`src/rtl/trap_pkg.sv`:
```
package trap_pkg;
  localparam int unsigned XLEN    = 32;
  localparam int unsigned CAUSE_W = 4;
  localparam int unsigned NSTAGE  = 4;  // index 0 = oldest

  localparam logic [1:0] RESP_OKAY = 2'b00;

  localparam logic [1:0] SZ_BYTE = 2'b00;
  localparam logic [1:0] SZ_HALF = 2'b01;

  localparam logic [1:0] PRIV_U = 2'b00;
  localparam logic [1:0] PRIV_S = 2'b01;

  localparam logic [1:0] KIND_LOAD = 2'b00;

  typedef enum logic [CAUSE_W-1:0] {
    C_IMISAL  = 4'd0,
    C_IFAULT  = 4'd1,
    C_ILLEGAL = 4'd2,
    C_BREAK   = 4'd3,
    C_LMISAL  = 4'd4,
    C_LFAULT  = 4'd5,
    C_SMISAL  = 4'd6,
    C_SFAULT  = 4'd7,
    C_ECALL_U = 4'd8,
    C_ECALL_S = 4'd9,
    C_ECALL_M = 4'd11
  } cause_e;

  typedef struct packed {
    logic            hit;
    cause_e          cause;
    logic [XLEN-1:0] tval;
  } cand_t;

  function automatic logic resp_bad(input logic [1:0] r);
    return r != RESP_OKAY;
  endfunction
endpackage

```
`src/rtl/trap_fetch_chk.sv`:
```
module trap_fetch_chk
  import trap_pkg::*;
(
  input  logic            valid_i,
  input  logic [XLEN-1:0] pc_i,
  input  logic [1:0]      resp_i,
  output cand_t           cand_o
);
  always_comb begin
    cand_o = '{hit: 1'b0, cause: C_IMISAL, tval: '0};
    if (valid_i) begin
      if (pc_i[1:0] != 2'b00) begin
        cand_o = '{hit: 1'b1, cause: C_IMISAL, tval: pc_i};
      end else if (resp_bad(resp_i)) begin
        cand_o = '{hit: 1'b1, cause: C_IFAULT, tval: pc_i};
      end
    end
  end

  always_comb begin
    if (valid_i && pc_i[1:0] == 2'b00 && resp_i != 2'b00)
      a_r2_fetch_fault: assert (cand_o.hit && cand_o.cause == C_IFAULT);
  end
endmodule

```
`src/rtl/trap_dec_chk.sv`:
```
module trap_dec_chk
  import trap_pkg::*;
(
  input  logic            valid_i,
  input  logic [XLEN-1:0] pc_i,
  input  logic            illegal_i,
  input  logic            break_i,
  input  logic            ecall_i,
  input  logic [1:0]      priv_i,
  output cand_t           cand_o
);
  cause_e ecall_cause;

  always_comb begin
    unique case (priv_i)
      PRIV_U:  ecall_cause = C_ECALL_U;
      PRIV_S:  ecall_cause = C_ECALL_S;
      default: ecall_cause = C_ECALL_M;  // reserved level folds to machine
    endcase
  end

  always_comb begin
    cand_o = '{hit: 1'b0, cause: C_IMISAL, tval: '0};
    if (valid_i) begin
      if (illegal_i)     cand_o = '{hit: 1'b1, cause: C_ILLEGAL, tval: '0};
      else if (break_i)  cand_o = '{hit: 1'b1, cause: C_BREAK,   tval: pc_i};
      else if (ecall_i)  cand_o = '{hit: 1'b1, cause: ecall_cause, tval: '0};
    end
  end

  always_comb begin
    if (valid_i && ecall_i && !illegal_i && !break_i)
      a_r6_ecall_class: assert (cand_o.hit && (cand_o.cause == C_ECALL_U ||
                                cand_o.cause == C_ECALL_S || cand_o.cause == C_ECALL_M));
  end
endmodule

```
`src/rtl/trap_mem_chk.sv`:
```
module trap_mem_chk
  import trap_pkg::*;
(
  input  logic            valid_i,
  input  logic [XLEN-1:0] addr_i,
  input  logic [1:0]      size_i,
  input  logic [1:0]      kind_i,
  input  logic [1:0]      resp_i,
  output cand_t           cand_o
);
  logic misal, is_store;

  always_comb begin
    unique case (size_i)
      SZ_BYTE: misal = 1'b0;
      SZ_HALF: misal = addr_i[0];
      default: misal = |addr_i[1:0];
    endcase
  end

  assign is_store = kind_i != KIND_LOAD;

  always_comb begin
    cand_o = '{hit: 1'b0, cause: C_IMISAL, tval: '0};
    if (valid_i) begin
      if (misal)
        cand_o = '{hit: 1'b1, cause: is_store ? C_SMISAL : C_LMISAL, tval: addr_i};
      else if (resp_bad(resp_i))
        cand_o = '{hit: 1'b1, cause: is_store ? C_SFAULT : C_LFAULT, tval: addr_i};
    end
  end

  always_comb begin
    if (valid_i && size_i == 2'b01 && addr_i[0])
      a_r7_half_misal: assert (cand_o.hit && (cand_o.cause == C_LMISAL || cand_o.cause == C_SMISAL));
    if (valid_i && size_i == 2'b00 && resp_i == 2'b00)
      a_r7_byte_never_misal: assert (!cand_o.hit);
  end
endmodule

```
`src/rtl/trap_pick.sv`:
```
module trap_pick
  import trap_pkg::*;
(
  input  cand_t cand_i [NSTAGE],
  output cand_t sel_o
);
  // Scan youngest to oldest so the oldest hit overwrites.
  always_comb begin
    sel_o = '{hit: 1'b0, cause: C_IMISAL, tval: '0};
    for (int i = NSTAGE - 1; i >= 0; i--) begin
      if (cand_i[i].hit) sel_o = cand_i[i];
    end
  end

  always_comb begin
    if (cand_i[0].hit) a_r9_oldest_wins: assert (sel_o == cand_i[0]);
  end
endmodule

```
`src/rtl/trap_cause_unit.sv`:
```
module trap_cause_unit
  import trap_pkg::*;
(
  input  logic               clk_i,
  input  logic               rst_ni,
  input  logic               fetch_valid_i,
  input  logic [XLEN-1:0]    fetch_pc_i,
  input  logic [1:0]         fetch_resp_i,
  input  logic               dec_valid_i,
  input  logic [XLEN-1:0]    dec_pc_i,
  input  logic               dec_illegal_i,
  input  logic               dec_break_i,
  input  logic               dec_ecall_i,
  input  logic [1:0]         priv_i,
  input  logic               exe_valid_i,
  input  logic               exe_csr_bad_i,
  input  logic               mem_valid_i,
  input  logic [XLEN-1:0]    mem_addr_i,
  input  logic [1:0]         mem_size_i,
  input  logic [1:0]         mem_kind_i,
  input  logic [1:0]         mem_resp_i,
  output logic               trap_valid_o,
  output logic [CAUSE_W-1:0] trap_cause_o,
  output logic [XLEN-1:0]    trap_value_o,
  output logic               flush_o
);
  localparam int unsigned S_MEM = 0, S_EXE = 1, S_DEC = 2, S_FET = 3;

  cand_t cand [NSTAGE];
  cand_t sel;

  trap_mem_chk u_mem (
    .valid_i(mem_valid_i), .addr_i(mem_addr_i), .size_i(mem_size_i),
    .kind_i(mem_kind_i), .resp_i(mem_resp_i), .cand_o(cand[S_MEM])
  );

  assign cand[S_EXE] = '{hit: exe_valid_i && exe_csr_bad_i, cause: C_ILLEGAL, tval: '0};

  trap_dec_chk u_dec (
    .valid_i(dec_valid_i), .pc_i(dec_pc_i), .illegal_i(dec_illegal_i),
    .break_i(dec_break_i), .ecall_i(dec_ecall_i), .priv_i(priv_i),
    .cand_o(cand[S_DEC])
  );

  trap_fetch_chk u_fet (
    .valid_i(fetch_valid_i), .pc_i(fetch_pc_i), .resp_i(fetch_resp_i),
    .cand_o(cand[S_FET])
  );

  trap_pick u_pick (.cand_i(cand), .sel_o(sel));

  always_ff @(posedge clk_i or negedge rst_ni) begin
    if (!rst_ni) begin
      trap_valid_o <= 1'b0;
      trap_cause_o <= '0;
      trap_value_o <= '0;
    end else begin
      trap_valid_o <= sel.hit;
      trap_cause_o <= sel.hit ? sel.cause : '0;
      trap_value_o <= sel.hit ? sel.tval  : '0;
    end
  end

  assign flush_o = trap_valid_o;

  a_r9_mem_beats_rest: assert property (@(posedge clk_i) disable iff (!rst_ni)
    cand[S_MEM].hit |=> trap_valid_o && trap_cause_o >= 4'd4 && trap_cause_o <= 4'd7);

  a_r1_fetch_misal: assert property (@(posedge clk_i) disable iff (!rst_ni)
    (fetch_valid_i && fetch_pc_i[1:0] != 2'b00 && !cand[S_MEM].hit &&
     !cand[S_EXE].hit && !cand[S_DEC].hit)
    |=> trap_cause_o == 4'd0 && trap_value_o == $past(fetch_pc_i));

  a_r11_idle_zero: assert property (@(posedge clk_i) disable iff (!rst_ni)
    !trap_valid_o |-> trap_cause_o == '0 && trap_value_o == '0);

  a_r10_quiet_when_idle: assert property (@(posedge clk_i) disable iff (!rst_ni)
    (!fetch_valid_i && !dec_valid_i && !exe_valid_i && !mem_valid_i) |=> !trap_valid_o);
endmodule

```
`config.mk`:
```
export PLATFORM = sky130hd
export DESIGN_NAME = trap_cause_unit
export DESIGN_NICKNAME = d
export VERILOG_FILES = /design/src/rtl/trap_pkg.sv /design/src/rtl/trap_fetch_chk.sv /design/src/rtl/trap_dec_chk.sv /design/src/rtl/trap_mem_chk.sv /design/src/rtl/trap_pick.sv /design/src/rtl/trap_cause_unit.sv
export SDC_FILE = /design/constraint.sdc
export NUM_CORES = 1
export LEC_CHECK = 0
export ABC_AREA = 1
export BUFFER_PORTS_ARGS = -buffer_cell sky130_fd_sc_hd__buf_2
export CORE_MARGIN = 2
export CORE_UTILIZATION = 35
export DETAILED_ROUTE_END_ITERATION = 7
export PLACE_DENSITY_LB_ADDON = 0.1
export SETUP_SLACK_MARGIN = 0.2
export SLEW_MARGIN = 20
export SYNTH_ARGS = -nofsm -noshare
export SYNTH_HDL_FRONTEND = slang
export SYNTH_SLANG_ARGS = --single-unit
```
`constraint.sdc`:
```
create_clock -name clk_i -period 0.8 [get_ports clk_i]
set_input_delay 0.04 -clock clk_i [delete_from_list [all_inputs] [get_ports clk_i]]
set_output_delay 0.04 -clock clk_i [all_outputs]
set_load 0.1 [all_outputs]
```
==> results by group <==
Detailed routing
  – Via Count: 3,642
  – DR iter-0 viols: 257
  – Via density: 5.22
  – Routed WL: 11.6 mm
  – DRC: 0
  – DR pass1 iterations: 7
  – WL/cell: 16.6 um
  – Detail Route Antenna Nets: 0

Clock network
  – CTS tree: yes
  – Root buffer cell: clkbuf_8
  – Clock Tree Buf Depth: 2
  – CTS buffer count: 5
  – Worst-path clk slew: 0.08 ns
  – Clock sinks: 37
  – H-Tree Depth: 2

Power
  – Lkg Pwr: 2.90 nW
  – Max VDD drop: 836 uV
  – Power Density: 1530 mW/mm2
  – Tot Pwr: 9.13 mW

Layout
  – Multi-input logic area: 0.00202 mm2
  – Post-route design area: 0.00596 mm2
  – Nets: 712
  – Antenna cells: 0
  – Filler cell count: 519
  – Syn-to-layout area delta: 111%
  – Sequential cell area: 0.00106 mm2
  – Share of cells above drive strength 1: 0.706

STA
  – Hold_ws: -0.0213 ns
  – Tcrit/Tclk final: 1.29
  – Final Hold Fails: 15
  – Tightest Pin Transition: 0.437 ns
  – Final Setup Violations: 69
  – RSZ-0062 raised after global routing: yes
  – Setup TNS: -10.59 ns
  – Clock period minus worst slack: 1.03 ns
  – Slew margin rel.: 0.708
  – Pins Over Slew Limit: 0
  – Max Freq: 972 MHz
  – Final setup margin: -0.229 ns

Worst setup path
  – Type of origin of the critical path: flip-flop
  – Worst Path Arrival: 0.99 ns
  – Max stage delay cell, worst path: dfrtp_4
  – Worst Path Required: 0.76 ns
  – Setup CP Type: reg -> out
  – Worst path top cell family by delay: flip-flops
  – Maximum fanout along the worst path: 2
  – Worst-path cell chain: buf_12
  – CP endpoint kind: output port
  – CP bufs+invs: 1
  – CP peak stage delay: 0.51 ns

Global route
  – First-pass GRT wire length: 17.8 mm
  – Global Route Usage Sum: 0.260
  – Vias in the first global route: 3,669
  – Grt total ovfl: 0
  – Initial antenna violation count: 0
  – Pin count of the biggest net entering global routing: 37

Synthesis
  – Synth warn: 0
  – Post-Syn Area per Cell: 7.06 um2
  – Sequential area share after synthesis: 0.327
  – Count leader, synth: nand2_1
  – Yosys top cell area share: 0.327
  – EDFF count, synth: 0
  – Async SR Flop Fraction: 1.00
  – Post-Syn Instances: 401
  – Largest cells by area after synthesis: dfrtp_1 (33%), nand2_1 (14%), nand3_1 (13%), a21oi_1 (7.8%), a21oi_2 (7.1%)
  – Netlist Area Pre-Place: 0.00283 mm2
  – Synth area leader: dfrtp_1
  – Post-Syn Nets: 517
  – Main synth FF type: dfrtp_1
  – Register bit total from synthesis: 37
  – Distinct cell type count after synthesis: 22
  – Commonest cells in the netlist: nand2_1 (108), nand3_1 (75), a21oi_1 (44)

Outcome
  – Outcome: finished, violations left
  – Failing checks: hold timing, setup timing

Place
  – I/O Buffers: 153
  – DP Wirelength: 7.43 mm
  – Placed instance area: 0.00466 mm2
  – Final Wtd Congestion: 0.895

Floorplan
  – Initial Utilization: 0.364
  – # IOs: 154
  – Core Area: 0.00777 mm2
  – Die Y-Extent: 93.9 um
  – Row cnt: 32
  – Die X: 93.9 um
  – Die footprint: 0.00882 mm2

Run
  – Maxcap violations: 0

Hold path
  – Worst min-delay path class: in -> reg
==> through the flow <==
stage          hold WS, ns  setup WS [ns]  utilization  std cells
6_report           -0.0213         -0.229        0.768        698
4_1_cts            -0.0223         -0.226        0.731        697
3_5_place_dp       -0.0973         -0.297        0.600        655
2_1_floorplan       -0.256        -0.0687            -        401
3_3_place_gp        -0.100         -0.258        0.600        655
5_1_grt            -0.0147         -0.247        0.768        698
==> cell usage in the layout, fill, tap and decap left out, types with 3 or more instances in the layout <==
master,instances
a21oi_1,29
a21oi_2,37
buf_12,64
buf_16,8
buf_2,111
buf_4,20
buf_6,17
clkbuf_8,6
clkinv_1,3
dfrtp_4,37
inv_1,29
nand2_1,41
nand2_2,38
nand2_4,32
nand3_1,64
nand3_2,31
nor2_1,6
nor2_4,4
==> kinds of logic (layout without fill, tap and decap cells) <==
family                 Yosys count  in the layout  synth area share
AOI/OAI and AO/OA               69             69             0.153
buffers and inverters           74            269             0.136
DFF                             37             37             0.327
and+or+nand+nor                221            221             0.385
==> final cells by class <==
class | count | share of cell area
Tap cell | 102 | 0.0214
Multi-Input combinational cell | 290 | 0.338
Clock buffer | 6 | 0.0138
Sequential cell | 37 | 0.179
Clock inverter | 1 | 0.00126
Timing Repair Buffer | 225 | 0.420
Inverter | 37 | 0.0266
==> power breakdown <==
group          switching, mW  leakage, nW  internal [mW]
clock network          0.736       0.0433          0.682
registers              0.190        0.398           2.23
logic                   3.10         2.46           2.20
==> sequential cells by signal, indices dropped and copies added, names as in the netlist <==
register      cells
flush_o           1
trap_value_o     32
trap_cause_o      4
==> path summary, 6_finish.rpt <==
check,from,to,slack [ns],depth (start not counted)
setup / recovery,flush_o,flush_o,-0.23,1
hold / removal,mem_addr_i[22],trap_value_o[22],-0.02,3
max in group asynchronous,rst_ni,trap_value_o[21],0.05,3
min in group asynchronous,rst_ni,trap_cause_o[3],0.20,2
==> layer usage <==
metal / part of all wire / GRT usage / routed length, um
met5: 0 / 0 / 0
met4: 0.028 / 0.0990 / 321
met3: 0.065 / 0.0409 / 756
met2: 0.55 / 0.484 / 6400
met1: 0.36 / 0.294 / 4120
==> repair_timing <==
item	CTS	global route
hold endpoints to repair	54	45
pin swaps	75	62
gates cloned	12	0
endpoints found under the setup margin	73	112
hold buffers	1	1
resized for setup	103	78
setup buffers	22	1
(Power assumes the default switching activity.)
